## src/rtl/ep_rx_stage_pkg.sv

```systemverilog
// Shared types for the endpoint receive staging buffer.
package ep_rx_stage_pkg;

    // Phases of the drain controller.
    typedef enum logic [1:0] {
        ST_RECV  = 2'd0,  // accepting bytes, streaming to the FIFO
        ST_FLUSH = 2'd1,  // transaction ended, emptying the buffer
        ST_PARK  = 2'd2,  // FIFO was full, bytes parked, flag raised
        ST_DRAIN = 2'd3   // software cleared the flag, moving parked bytes
    } stage_state_e;

endpackage

```

## src/rtl/ep_stage_buf.sv

```systemverilog
// Small circular staging buffer.
// Holds up to DEPTH bytes in arrival order. Push and pop may happen in the
// same cycle. Assumes the caller never pushes when full or pops when empty.
module ep_stage_buf #(
    parameter int DEPTH  = 2,
    parameter int DATA_W = 8,
    localparam int PW    = (DEPTH > 1) ? $clog2(DEPTH) : 1,
    localparam int CW    = $clog2(DEPTH + 1)
) (
    input  logic              clk,
    input  logic              rst_n,
    input  logic              clr,
    input  logic              push,
    input  logic [DATA_W-1:0] din,
    input  logic              pop,
    output logic [DATA_W-1:0] dout,
    output logic [CW-1:0]     count
);

    logic [DATA_W-1:0] mem [DEPTH];
    logic [PW-1:0]     wr_ptr;
    logic [PW-1:0]     rd_ptr;

    function automatic logic [PW-1:0] ptr_next(input logic [PW-1:0] p);
        return (p == PW'(DEPTH - 1)) ? '0 : p + PW'(1);
    endfunction

    // Store an incoming byte at the write pointer.
    always_ff @(posedge clk) begin
        if (push) begin
            mem[wr_ptr] <= din;
        end
    end

    // Advance pointers and occupancy; reset or function reset empties the buffer.
    always_ff @(posedge clk) begin
        if (!rst_n || clr) begin
            wr_ptr <= '0;
            rd_ptr <= '0;
            count  <= '0;
        end else begin
            if (push) begin
                wr_ptr <= ptr_next(wr_ptr);
            end
            if (pop) begin
                rd_ptr <= ptr_next(rd_ptr);
            end
            case ({push, pop})
                2'b10:   count <= count + CW'(1);
                2'b01:   count <= count - CW'(1);
                default: count <= count;
            endcase
        end
    end

    // Oldest byte is always presented.
    assign dout = mem[rd_ptr];

endmodule

```

## src/rtl/ep_drain_ctrl.sv

```systemverilog
// Drain controller.
// Decides when the oldest staged byte moves to the FIFO, when the transaction
// is reported complete, and when bytes must be parked because the FIFO is full.
// Assumes rx_done follows (or coincides with) the last accepted byte.
module ep_drain_ctrl
    import ep_rx_stage_pkg::*;
#(
    parameter int DEPTH  = 2,
    parameter int FREE_W = 8,
    localparam int CW    = $clog2(DEPTH + 1)
) (
    input  logic              clk,
    input  logic              rst_n,
    input  logic              clr,
    input  logic              rx_done,
    input  logic [CW-1:0]     count,
    input  logic [FREE_W-1:0] fifo_free,
    input  logic              clr_ok,
    output logic              pop,
    output logic              park_set,
    output logic              recv_en,
    output logic              done_pulse
);

    localparam logic [FREE_W-1:0] RESTART_MIN = FREE_W'(DEPTH);

    stage_state_e state_q, state_d;
    logic         go_q, go_d;
    logic         done_q, done_d;
    logic         has_data;
    logic         room;

    assign has_data = (count != '0);
    assign room     = (fifo_free != '0);

    // Next-state, pop, and park decisions for the current phase.
    always_comb begin
        state_d  = state_q;
        go_d     = 1'b0;
        done_d   = 1'b0;
        pop      = 1'b0;
        park_set = 1'b0;
        case (state_q)
            ST_RECV: begin
                pop = has_data && room;
                if (rx_done) begin
                    state_d = ST_FLUSH;
                end
            end
            ST_FLUSH: begin
                if (!has_data) begin
                    done_d  = 1'b1;
                    state_d = ST_RECV;
                end else if (!room) begin
                    park_set = 1'b1;
                    state_d  = ST_PARK;
                end else begin
                    pop = 1'b1;
                end
            end
            ST_PARK: begin
                if (clr_ok) begin
                    state_d = ST_DRAIN;
                end
            end
            ST_DRAIN: begin
                go_d = go_q || (fifo_free >= RESTART_MIN);
                pop  = has_data && go_d;
                if (go_q && !has_data) begin
                    done_d  = 1'b1;
                    go_d    = 1'b0;
                    state_d = ST_RECV;
                end
            end
            default: state_d = ST_RECV;
        endcase
    end

    // Phase, drain-started latch and completion pulse registers.
    always_ff @(posedge clk) begin
        if (!rst_n || clr) begin
            state_q <= ST_RECV;
            go_q    <= 1'b0;
            done_q  <= 1'b0;
        end else begin
            state_q <= state_d;
            go_q    <= go_d;
            done_q  <= done_d;
        end
    end

    assign recv_en    = (state_q == ST_RECV);
    assign done_pulse = done_q;

endmodule

```

## src/rtl/ep_status_reg.sv

```systemverilog
// Read-request status register.
// Holds the read-request flag, the read-seen qualifier for the clear write,
// read data formatting and the interrupt. Upper bits read 0 and ignore writes.
module ep_status_reg #(
    parameter int REG_W = 8
) (
    input  logic             clk,
    input  logic             rst_n,
    input  logic             clr,
    input  logic             park_set,
    input  logic             reg_rd,
    input  logic             reg_wr,
    input  logic             wbit0,
    input  logic             irq_en,
    output logic             flag,
    output logic             clr_ok,
    output logic [REG_W-1:0] rdata,
    output logic             irq
);

    logic flag_q;
    logic seen_q;

    // A zero written to bit 0 clears only a flag that was read as 1 first.
    assign clr_ok = reg_wr && !wbit0 && seen_q && flag_q;

    // Flag and read-seen qualifier update.
    always_ff @(posedge clk) begin
        if (!rst_n || clr) begin
            flag_q <= 1'b0;
            seen_q <= 1'b0;
        end else if (park_set) begin
            flag_q <= 1'b1;
        end else if (clr_ok) begin
            flag_q <= 1'b0;
            seen_q <= 1'b0;
        end else if (reg_rd && flag_q) begin
            seen_q <= 1'b1;
        end
    end

    assign flag  = flag_q;
    assign rdata = {{(REG_W-1){1'b0}}, flag_q};
    assign irq   = flag_q && irq_en;

endmodule

```

## src/rtl/ep_rx_stage.sv

```systemverilog
// Endpoint receive staging buffer, top level.
// Stages received bytes, streams them to a RAM FIFO, parks them with a
// read-request flag when the FIFO is full at transaction end, and restarts
// the drain after software clears the flag. Assumes fifo_free is the FIFO's
// current free byte count and that FIFO writes land at the next clock edge.
module ep_rx_stage #(
    parameter int DEPTH  = 2,
    parameter int DATA_W = 8,
    parameter int FREE_W = 8,
    parameter int REG_W  = 8,
    localparam int CW    = $clog2(DEPTH + 1)
) (
    input  logic              clk,
    input  logic              rst_n,
    input  logic              soft_rst,
    input  logic              rx_valid,
    input  logic [DATA_W-1:0] rx_data,
    output logic              rx_ready,
    input  logic              rx_done,
    input  logic [FREE_W-1:0] fifo_free,
    output logic              fifo_wr,
    output logic [DATA_W-1:0] fifo_wdata,
    input  logic              reg_rd,
    input  logic              reg_wr,
    input  logic [REG_W-1:0]  reg_wdata,
    output logic [REG_W-1:0]  reg_rdata,
    input  logic              irq_en,
    output logic              irq,
    output logic              xfer_done
);

    logic [CW-1:0] buf_count;
    logic          push;
    logic          pop;
    logic          park_set;
    logic          recv_en;
    logic          clr_ok;
    logic          flag_q;
    logic          unused_wbits;

    // Bits above bit 0 of a register write carry no function.
    assign unused_wbits = ^reg_wdata[REG_W-1:1];

    assign rx_ready = recv_en && (buf_count < CW'(DEPTH));
    assign push     = rx_valid && rx_ready;
    assign fifo_wr  = pop;

    ep_stage_buf #(
        .DEPTH  (DEPTH),
        .DATA_W (DATA_W)
    ) buf_i (
        .clk   (clk),
        .rst_n (rst_n),
        .clr   (soft_rst),
        .push  (push),
        .din   (rx_data),
        .pop   (pop),
        .dout  (fifo_wdata),
        .count (buf_count)
    );

    ep_drain_ctrl #(
        .DEPTH  (DEPTH),
        .FREE_W (FREE_W)
    ) ctrl_i (
        .clk        (clk),
        .rst_n      (rst_n),
        .clr        (soft_rst),
        .rx_done    (rx_done),
        .count      (buf_count),
        .fifo_free  (fifo_free),
        .clr_ok     (clr_ok),
        .pop        (pop),
        .park_set   (park_set),
        .recv_en    (recv_en),
        .done_pulse (xfer_done)
    );

    ep_status_reg #(
        .REG_W (REG_W)
    ) sreg_i (
        .clk      (clk),
        .rst_n    (rst_n),
        .clr      (soft_rst),
        .park_set (park_set),
        .reg_rd   (reg_rd),
        .reg_wr   (reg_wr),
        .wbit0    (reg_wdata[0]),
        .irq_en   (irq_en),
        .flag     (flag_q),
        .clr_ok   (clr_ok),
        .rdata    (reg_rdata),
        .irq      (irq)
    );

endmodule

```

## config.mk

```make
export PLATFORM = sky130hd
export DESIGN_NAME = ep_rx_stage
export DESIGN_NICKNAME = d
export VERILOG_FILES = /design/src/rtl/ep_rx_stage_pkg.sv /design/src/rtl/ep_stage_buf.sv /design/src/rtl/ep_drain_ctrl.sv /design/src/rtl/ep_status_reg.sv /design/src/rtl/ep_rx_stage.sv
export SDC_FILE = /design/constraint.sdc
export NUM_CORES = 1
export LEC_CHECK = 0
export ABC_AREA = 0
export BUFFER_PORTS_ARGS = -buffer_cell sky130_fd_sc_hd__buf_2
export CAP_MARGIN = 15
export CORE_UTILIZATION = 45
export CTS_CLUSTER_SIZE = 20
export DETAILED_ROUTE_END_ITERATION = 10
export PLACE_DENSITY = 0.79
export SLEW_MARGIN = 20
export SYNTH_ARGS = -nofsm -noshare
export SYNTH_HDL_FRONTEND = slang
export SYNTH_HIERARCHICAL = 1
export SYNTH_SLANG_ARGS = --single-unit
```

## constraint.sdc

```tcl
create_clock -name clk -period 2 [get_ports clk]
set_input_delay 0 -clock clk [delete_from_list [all_inputs] [get_ports clk]]
set_output_delay 0 -clock clk [all_outputs]
set_load 0.01 [all_outputs]
```

Word-level counts from Yosys, hierarchy flattened
Memories as Yosys holds them, arrays and structs flattened. A register that Yosys moved wholly into a read port is not among the register bits. Cells that the tools add are included.

Flip-flop bits (word level): 10. Latch bits: 0. Memory bits (writable): 16. Bits in read-only memories: 0. Output and inout bits: 20. Word-level logic and storage cells: 76. Memories: 1.

$add $sub $neg: 4. $mul: 0. Divide/modulo/power cells: 0. Order comparisons: 2. Equal/unequal tests: 9. Shifts and indexed selects: 0. Multiplexer cells: 26. Bitwise gates (word level): 2. Reduce and logical (&&, ||, !) cells: 24.

Memories: buf_i.mem (depth 2, width 8, read ports 1, clocked after Yosys merged registers in 1, wr ports 1, RTL line ep_stage_buf.sv:20) `logic [DATA_W-1:0] mem [DEPTH];`.

Operators by type and width (number): 1-bit 2-to-1 mux (17); 1-bit logical AND (10); 2-bit 2-to-1 mux (5); 8-bit by 2-bit >= comparator with 1-bit output (second input constant) (1); 2-bit one-hot mux with 4 select lines (1); 2-bit nonzero test (4); 8-bit nonzero test (1); 2-bit equality test (second input constant) (3); 2-bit by 1-bit equality test with 1-bit output (second input constant) (2); 2-bit inequality test (second input constant) (2); 2-bit one-hot mux with 2 select lines (1); 4-bit AND reduction (1); 1-bit zero test (3); 3-bit inequality test (second input constant) (1); 1-bit one-hot mux with 3 select lines (1); 3-bit OR reduction (1); 1-bit adder (second input constant) (2); 2-bit by 1-bit adder with 2-bit output (second input constant) (1); 2-bit zero test (1); 1-bit logical OR (2); 2-bit < comparator (second input constant) (1); 2-bit by 1-bit inequality test with 1-bit output (second input constant) (1); 1-bit NOT (2); 1-bit one-hot mux with 2 select lines (1); 2 further kinds (2).

Depth between registers and ports, before layout
Gate-level depths: netlist of the first run.

Depth in word-level cells: 6. Depth in mapped cells: 9.

Cells and area by module
The synthesis of the first run kept the hierarchy.

Modules (own cells, without submodules): ep_stage_buf (instances 1, cells each 46, area an instance 774.5 um^2, sequential area each 580.6 um^2); ep_drain_ctrl (instances 1, cells each 36, area an instance 327.8 um^2, sequential area each 80.1 um^2); ep_status_reg (instances 1, cells each 22, area an instance 191.4 um^2, sequential area each 40.0 um^2); ep_rx_stage (instances 1, cells each 2, area an instance 15.0 um^2, sequential area each 0.0 um^2).

Worst setup path after synthesis of the first run
No wires, ideal clock.

Path kind: register to register. Start point: register ctrl_i.state_q[0]. End point: register buf_i.count[1]. Arrival time: 1.878 ns. Slack: 0.052 ns. Stages on the path, launching flop included: 8. Path buffers: 0. Clock period less this slack: 1.948 ns. Cells stage by stage: dfxtp_1 > ha_1 > mux2i_1 > a311oi_1 > o21a_1 > ha_1 > or3_1 > a21oi_1.

Elaborated cells between the ends (all ways): 10.

RTL lines: start, declared (RTL line ep_drain_ctrl.sv:27) `stage_state_e state_q, state_d;`; start signal, assigned (RTL line ep_drain_ctrl.sv:86) `state_q <= state_d;`; 2-bit equality test (tied with other cells) (RTL line ep_drain_ctrl.sv:43) `case (state_q)`; 1-bit one-hot mux with 3 select lines (*) (RTL line ep_drain_ctrl.sv:43); net fifo_wr (RTL line ep_rx_stage.sv:21) `output logic fifo_wr,`; 2-bit by 1-bit equality test with 1-bit output or 2-bit equality test (tied branches) (RTL line ep_stage_buf.sv:48) `case ({push, pop})`; 2-bit one-hot mux with 2 select lines or 2-bit nonzero test (tied branches); end signal, assigned (RTL line ep_stage_buf.sv:49) `2'b10: count <= count + CW'(1);`; end signal, assigned (RTL line ep_stage_buf.sv:50) `2'b01: count <= count - CW'(1);`; end signal, assigned (RTL line ep_stage_buf.sv:51) `default: count <= count;`; end, declared (RTL line ep_stage_buf.sv:17) `output logic [CW-1:0] count`.

Mark *: on every way through the listed nets, which the timed path passes. The rest lies on a longest branch. A chain may end at the register's enable or synchronous reset.

==> impl_metrics.py, run 1 <==
metrics = {
    "synth": {
        "syn_area_sq_mm": 0.00131,
        "synthTopCellsByArea": "edfxtp_1 37%, dfxtp_1 17%, mux2_2 6.9%",
        "synth_seq_area_share": 0.535,
        "ys.flop_type": "edfxtp_1",
        "yosysTopAreaCell": "edfxtp_1",
        "synth_area_per_cell_sq_um": 12.3,
        "synth_top_area_frac": 0.367,
        "ys_ff_latch": 27,
        "synth_cell_types": 37,
        "synth_edf_count": 16,
        "yosys_warnings": 6,
        "async_reset_ff_frac": 0,
        "syn_inst": 106,
    },
    "timing": {
        "hold_violations": 0,
        "fin_crit_sh": 1.01,
        "rsz0062_at_grt": "yes",
        "max_freq_mhz": 496,
        "tightest_slew_ns": 0.495,
        "slew_headroom": 0.667,
        "postLayoutSetupSlackWorst_ns": -0.0164,
        "setup_viol": 1,
        "post-route-min-period_ns": 2.02,
        "finalClockSkew_ns": 0.00759,
        "slew_viol_final": 0,
        "hold_ws_ns": 0.0242,
    },
    "critical_path": {
        "critPathMaxStageDelay_ns": 0.40,
        "reg2reg_slack_ns": -0.02,
        "worstReg2RegEnd": "buf_i/count[1]",
        "critPathRequiredTime_ns": 2.27,
        "critical_path.top_delay_family": "compound AO/OA/AOI/OAI gates",
        "crit_chain": "ha_4 -> mux2i_1 -> a311oi_2 -> o21a_1 -> ha_2 -> xnor2_1 -> or3_1 -> a21oi_2",
        "cp_data_arrival_time_ns": 2.29,
        "start_kind": "flip-flop",
        "endpoint": "buf_i/count[1]",
        "end_kind": "flip-flop",
        "crit_buf_inv": 0,
        "slowest_stage": "dfxtp_4",
        "cp_num_cells": 8,
        "criticalPathCategory": "reg2reg",
        "reg2reg_depth": 8,
        "crit_fanout": 4,
    },
    "drt": {
        "drt_iter0_drc": 19,
        "vias": 981,
        "antenna_left": 0,
        "wl_per_cell_microns": 13.2,
        "drc": 0,
        "wirelength_mm": 2.55,
        "drt-vias-per-instance": 5.08,
        "drtPass1Iterations": 4,
    },
    "power_and_ir_drop": {
        "powerDensity_mw_per_mm2": 633,
        "power_frac_clock": 0.216,
        "power.switching_uw": 280,
        "vdd_drop_max_mv": 0.555,
        "power.internal_uw": 811,
        "p_sw_frac": 0.257,
        "power_leakage_nw": 0.704,
        "comb_power_share": 0.202,
        "seq_power_share": 0.582,
    },
    "cts": {
        "htreeDepth": 1,
        "clk_pin_slew_worst_paths_ns": 0.14,
        "cts_tree": "done",
        "numClockSinks": 27,
        "clk_latency_ns": 0.33,
        "clockBufferDepth": 2,
        "cts_buffers": 3,
        "cts-root-buf": "clkbuf_4",
    },
    "finish": {
        "drive_gt1_frac": 0.420,
        "fin_cells": 193,
        "area_growth_pct": 31.5,
        "diodes": 0,
        "nets": 200,
        "post-route-util": 0.624,
    },
    "global_routing": {
        "track_usage": 0.168,
        "grt.overflow.total": 0,
        "grt_max_degree": 17,
        "antenna_found_initial": 0,
        "grt_pass1_wl_mm": 4.07,
        "grt_pass1_vias": 969,
    },
    "flow_run": {
        "drv_cap": 0,
    },
    "floorplanning": {
        "start_util": 0.475,
        "dieArea_sq_mm": 0.00313,
        "core_area_sq_mm": 0.00276,
        "die_height_microns": 55.9,
        "ioPinCount": 52,
        "rows": 19,
        "die_w_microns": 55.9,
    },
    "hold_path": {
        "worstHoldPathType": "in2reg",
    },
    "placement": {
        "gp_congestion": 0.838,
        "dpl.hpwl_mm": 1.83,
        "port_buffers": 37,
        "dp_slack_ns": 0.0357,
        "dp.cells": 175,
    },
    "outcome": {
        "status": "finished, violations left",
        "violations": "negative setup slack",
    },
}
[cells by family (layout without fill, tap and decap cells)]
logic type | Yosys count | in the layout | share of synthesized area
DFF | 27 | 27 | 0.535
and+or+nand+nor | 27 | 27 | 0.141
buffers and inverters | 17 | 67 | 0.0727
AOI/OAI and AO/OA | 16 | 16 | 0.0975
muxes | 9 | 9 | 0.0765
adders and majority gates | 5 | 5 | 0.0478
xor gates and xnor gates | 4 | 4 | 0.0268
other | 1 | 7 | 0.00287
[worst min path at each step]
| stage | start | to | slack [ns] | cells past startpoint |
|---|---|---|---|---|
| 4_1_cts | reg_wr | sreg_i/flag | 0.02 | 3 |
| 5_1_grt | reg_wr | sreg_i/flag | 0.02 | 3 |
| 2_1_floorplan | rx_data[0] | buf_i/mem[0][0] | 0.1 | 0 |
| 3_5_place_dp | rx_data[4] | buf_i/mem[1][4] | 0.19 | 1 |
| 3_3_place_gp | rx_data[2] | buf_i/mem[1][2] | 0.19 | 1 |
| 6_report | reg_wr | sreg_i/flag | 0.02 | 3 |
[power by group through the flow]
stage / clock network (mW) / logic (mW) / registers, mW
after floorplan: 0 / 0.120 / 0.640
after global placement: 0 / 0.180 / 0.646
after detailed placement: 0 / 0.188 / 0.648
after CTS: 0.247 / 0.208 / 0.635
after global routing: 0.264 / 0.240 / 0.639
final: 0.236 / 0.220 / 0.634
[layer usage]
metal | GRT usage | part of all wire
met5 | 0 | 0
met4 | 0.0453 | 0.017
met3 | 0.0674 | 0.087
met2 | 0.318 | 0.53
met1 | 0.169 | 0.37
[through the flow]
stage,cell area [sq um],power [mW],TNS [ns]
floorplan,1330,0.761,0
global placement,1520,0.826,0
detailed placement,1520,0.836,0
CTS,1680,1.09,0
global route,1720,1.14,-0.117
finish,1720,1.09,-0.0164
[area by class of cell]
cell class              count  area, sq um
fillers                   219         1040
flip-flops and latches     27          708
multi-input cells          68          564
repair buffers             55          350
well taps                  31         38.8
inverters                   8         30.0
clock buffers               3         22.5
clock inverters             1         7.51
[synthesized netlist by cell type (2+ instances only)]
cell type / number
o21ai_0: 2
nand2b_1: 3
nor2_1: 7
a21oi_1: 3
mux2_2: 8
and3b_1: 2
buf_4: 8
or3_1: 2
edfxtp_1: 16
dfxtp_1: 11
and2_1: 2
o41ai_1: 2
nor2b_1: 2
inv_1: 8
nor3_2: 2
xnor2_1: 3
ha_1: 5
[cell usage in the layout, fill, tap and decap left out, types with 3 or more instances in the layout]
| master | n |
|---|---|
| buf_2 | 37 |
| edfxtp_1 | 16 |
| dlygate4sd3_1 | 12 |
| dfxtp_1 | 9 |
| mux2_2 | 8 |
| inv_1 | 8 |
| nor2_1 | 7 |
| conb_1 | 7 |
| buf_4 | 6 |
| nand2b_1 | 3 |
| xnor2_1 | 3 |
| clkbuf_4 | 3 |
| ha_1 | 3 |
[tightest hold or removal path, delay by kind of cell]
kind          cells  cell delay (ns)
buf+inv           1             0.08
simple gates      2             0.25
[flip-flops by register name, summed over array words and instances, names as in the netlist, named ones only]
signal and cells:
buf_i/rd_ptr 1, ctrl_i/done_pulse 1, sreg_i/seen_q 1, buf_i/wr_ptr 1, buf_i/count 2, ctrl_i/go_q 1
ctrl_i/state_q 1, buf_i/mem 16, sreg_i/flag 1
[what timing repair did]
action | 4_1_cts | 5_1_grt
pin swaps | 0 | 5
gates resized for setup | 2 | 10
buffers inserted | 1 | 1
hold buffers | 12 | 0
hold endpoints to repair | 19 | 0
setup endpoints to repair | 1 | 2
Power figures use the tool's default switching activity.
==> inputs of run 2 (changes only) <==
--- a/config.mk
+++ b/config.mk
@@ -5,13 +5,13 @@
 export SDC_FILE = /design/constraint.sdc
 export NUM_CORES = 1
 export LEC_CHECK = 0
-export ABC_AREA = 0
+export ABC_AREA = 1
 export BUFFER_PORTS_ARGS = -buffer_cell sky130_fd_sc_hd__buf_2
 export CAP_MARGIN = 15
 export CORE_UTILIZATION = 45
 export CTS_CLUSTER_SIZE = 20
 export DETAILED_ROUTE_END_ITERATION = 10
-export PLACE_DENSITY = 0.79
+export PLACE_DENSITY = 0.78
 export SLEW_MARGIN = 20
 export SYNTH_ARGS = -nofsm -noshare
 export SYNTH_HDL_FRONTEND = slang
==> run 2 against run 1 <==
The flow now finishes without violations. Via count up 7.6%. Total power up 0.71%. Critical path depth up 3. Critical path type unchanged. Critical endpoint unchanged.
==> impl_metrics.py, run 2 <==
metrics = {
    "timing": {
        "postLayoutSetupSlackWorst_ns": 0.192,
        "max_freq_mhz": 553,
        "hold_violations": 0,
        "tightest_slew_ns": 0.508,
        "post-route-min-period_ns": 1.81,
        "fin_crit_sh": 0.904,
        "setup_viol": 0,
        "slew_viol_final": 0,
        "finalClockSkew_ns": 0.00520,
        "slew_headroom": 0.661,
    },
    "critical_path": {
        "end_kind": "flip-flop",
        "reg2reg_depth": 11,
        "criticalPathCategory": "reg2reg",
        "cp_data_arrival_time_ns": 2.09,
        "critPathRequiredTime_ns": 2.28,
        "crit_fanout": 5,
        "start_kind": "flip-flop",
    },
    "cts": {
        "cts_tree": "done",
        "clk_pin_slew_worst_paths_ns": 0.14,
        "cts-root-buf": "clkbuf_4",
        "clk_latency_ns": 0.33,
        "clockBufferDepth": 2,
        "htreeDepth": 1,
        "cts_buffers": 3,
        "numClockSinks": 27,
        "cts_setup_buffers": 0,
    },
    "global_routing": {
        "grt_max_degree": 16,
        "use_met1": 0.172,
        "grt_pass1_vias": 1055,
        "grt_pass1_wl_mm": 4.17,
        "grt.overflow.total": 0,
        "grt_use_met3": 0.0313,
        "track_usage": 0.163,
        "grt.busiest_layer": "met2",
        "antenna_found_initial": 0,
        "met2_usage": 0.310,
    },
    "floorplanning": {
        "ioPinCount": 52,
        "die_height_microns": 58.2,
        "die_w_microns": 58.2,
        "rows": 20,
        "dieArea_sq_mm": 0.00338,
        "core_area_sq_mm": 0.00303,
        "start_util": 0.469,
    },
    "finish": {
        "area_growth_pct": 26.0,
        "final_common_cell": "buf_2",
        "drive_gt1_frac": 0.343,
        "fillerInstances": 272,
        "top_regs": "buf_i/mem x16, buf_i/count x2",
        "diodes": 0,
        "largest_register": "buf_i/mem",
        "largest_reg_flops": 16,
        "design_area_sq_mm": 0.00179,
        "final_cell_mix": "37 x buf_2, 24 x inv_1, 21 x nor2_1",
        "nets": 239,
    },
    "power_and_ir_drop": {
        "power_leakage_nw": 0.817,
        "powerDensity_mw_per_mm2": 614,
        "power.switching_uw": 289,
        "power_frac_clock": 0.212,
        "totalPowerFinal_mw": 1.10,
        "p_sw_frac": 0.263,
        "power.internal_uw": 809,
        "vdd_drop_max_mv": 0.325,
        "comb_power_share": 0.209,
        "seq_power_share": 0.579,
    },
    "synth": {
        "ys.flop_type": "edfxtp_1",
        "synth_top_area_frac": 0.338,
        "synth_seq_area_share": 0.493,
        "synth_most_common_cell": "inv_1",
        "netlist_top_cells_count": "24 x inv_1, 21 x nor2_1, 20 x nand2_1, 16 x edfxtp_1, 11 x dfxtp_1",
        "yosysTopAreaCell": "edfxtp_1",
        "synthTopCellsByArea": "edfxtp_1 34%, dfxtp_1 16%, mux2_4 8.5%",
        "yosys_warnings": 6,
        "synth_cell_types": 23,
        "async_reset_ff_frac": 0,
        "syn_area_sq_mm": 0.00142,
        "synth_area_per_cell_sq_um": 9.60,
        "synth_edf_count": 16,
        "syn_inst": 148,
        "ys_ff_latch": 27,
    },
    "placement": {
        "placed_cell_area_sq_mm": 0.00163,
        "port_buffers": 37,
        "dp_slack_ns": 0.126,
        "dpl.hpwl_mm": 1.77,
        "gp_congestion": 0.817,
    },
    "hold_path": {
        "worstHoldPathType": "in2reg",
        "hold_depth": 5,
    },
    "drt": {
        "drt_iter0_drc": 12,
        "drt-vias-per-instance": 4.31,
        "vias": 1056,
        "wirelength_mm": 2.42,
        "drtPass1Iterations": 4,
        "wl_per_cell_microns": 9.87,
        "antenna_left": 0,
        "drc": 0,
    },
    "flow_run": {
        "drv_cap": 0,
    },
    "outcome": {
        "status": "finished clean",
    },
}
==> run 2: changes by cell type after synthesis, sizes merged, moves of 3 or more <==
cell | previous run | this run
nand2 | 1 | 26
nand2b | 3 | 0
and2 | 3 | 0
nor2 | 7 | 27
inv | 8 | 26
nand3 | 0 | 5
==> run 2: logic make-up after synthesis <==
family / share of synthesized area
muxes: 0.0846
DFF: 0.493
AOI/OAI and AO/OA: 0.0405
adders and majority gates: 0.0441
buffers and inverters: 0.119
xor gates and xnor gates: 0.00617
and+or+nand+nor: 0.210
other: 0.00264
==> run 2: cell type report <==
cell class | count | area, sq um | area share
flip-flops and latches | 27 | 702 | 0.392
clock inverters | 1 | 5.00 | 0.00280
clock buffers | 3 | 22.5 | 0.0126
well taps | 44 | 55.1 | 0.0308
repair buffers | 52 | 330 | 0.185
multi-input cells | 92 | 577 | 0.322
inverters | 26 | 97.6 | 0.0545
==> run 2: worst max-delay path: stages (launching register included) <==
cell	delay (ns)
dfxtp_2	0.38
inv_1	0.07
ha_1	0.30
nor2_1	0.11
nand3_1	0.10
a21oi_2	0.15
ha_1	0.26
inv_1	0.08
nand2_1	0.06
nor2_1	0.10
nor2_1	0.05
nor2_1	0.09
==> run 2: routing by layer <==
metal / part of all wire / vias to the layer above / wire [microns]
met5: 0 / - / 0
met4: 0.020 / 0 / 48
met3: 0.044 / 5 / 107
met2: 0.51 / 30 / 1230
met1: 0.42 / 463 / 1030
li1: - / 558 / -
==> run 2: timing repair <==
item                       CTS  global route
hold endpoints to repair    20             0
setup endpoints to repair    0             1
hold buffers                13             0
gates resized for setup      0             2
==> run 2: path summary, 6_finish.rpt <==
check,start,end,slack [ns]
max,ctrl_i/state_q[0],buf_i/count[1],0.19
min,rst_n,sreg_i/flag,0.007
max reg2reg,ctrl_i/state_q[0],buf_i/count[1],0.19
min reg2reg,buf_i/wr_ptr,buf_i/wr_ptr,0.53
==> run 2: through the flow <==
| stage | util | setup TNS (ns) | hold slack [ns] | std cells |
|---|---|---|---|---|
| final | 0.591 | 0 | 0.00715 | 245 |
| after global routing | 0.591 | -0.0200 | 0.0183 | 245 |
| after detailed placement | 0.537 | 0 | 0.192 | 228 |
| after CTS | 0.589 | 0 | 0.00545 | 245 |
| after global placement | 0.537 | 0 | 0.190 | 228 |
| after floorplan | - | 0 | 0.0769 | 154 |
==> run 2: power by group through the flow <==
stage | Clock [mW] | Combinational, mW | Sequential [mW]
finish | 0.233 | 0.229 | 0.636
global placement | 0 | 0.205 | 0.647
floorplan | 0 | 0.153 | 0.641
global route | 0.262 | 0.258 | 0.639
CTS | 0.239 | 0.228 | 0.636
detailed placement | 0 | 0.211 | 0.649
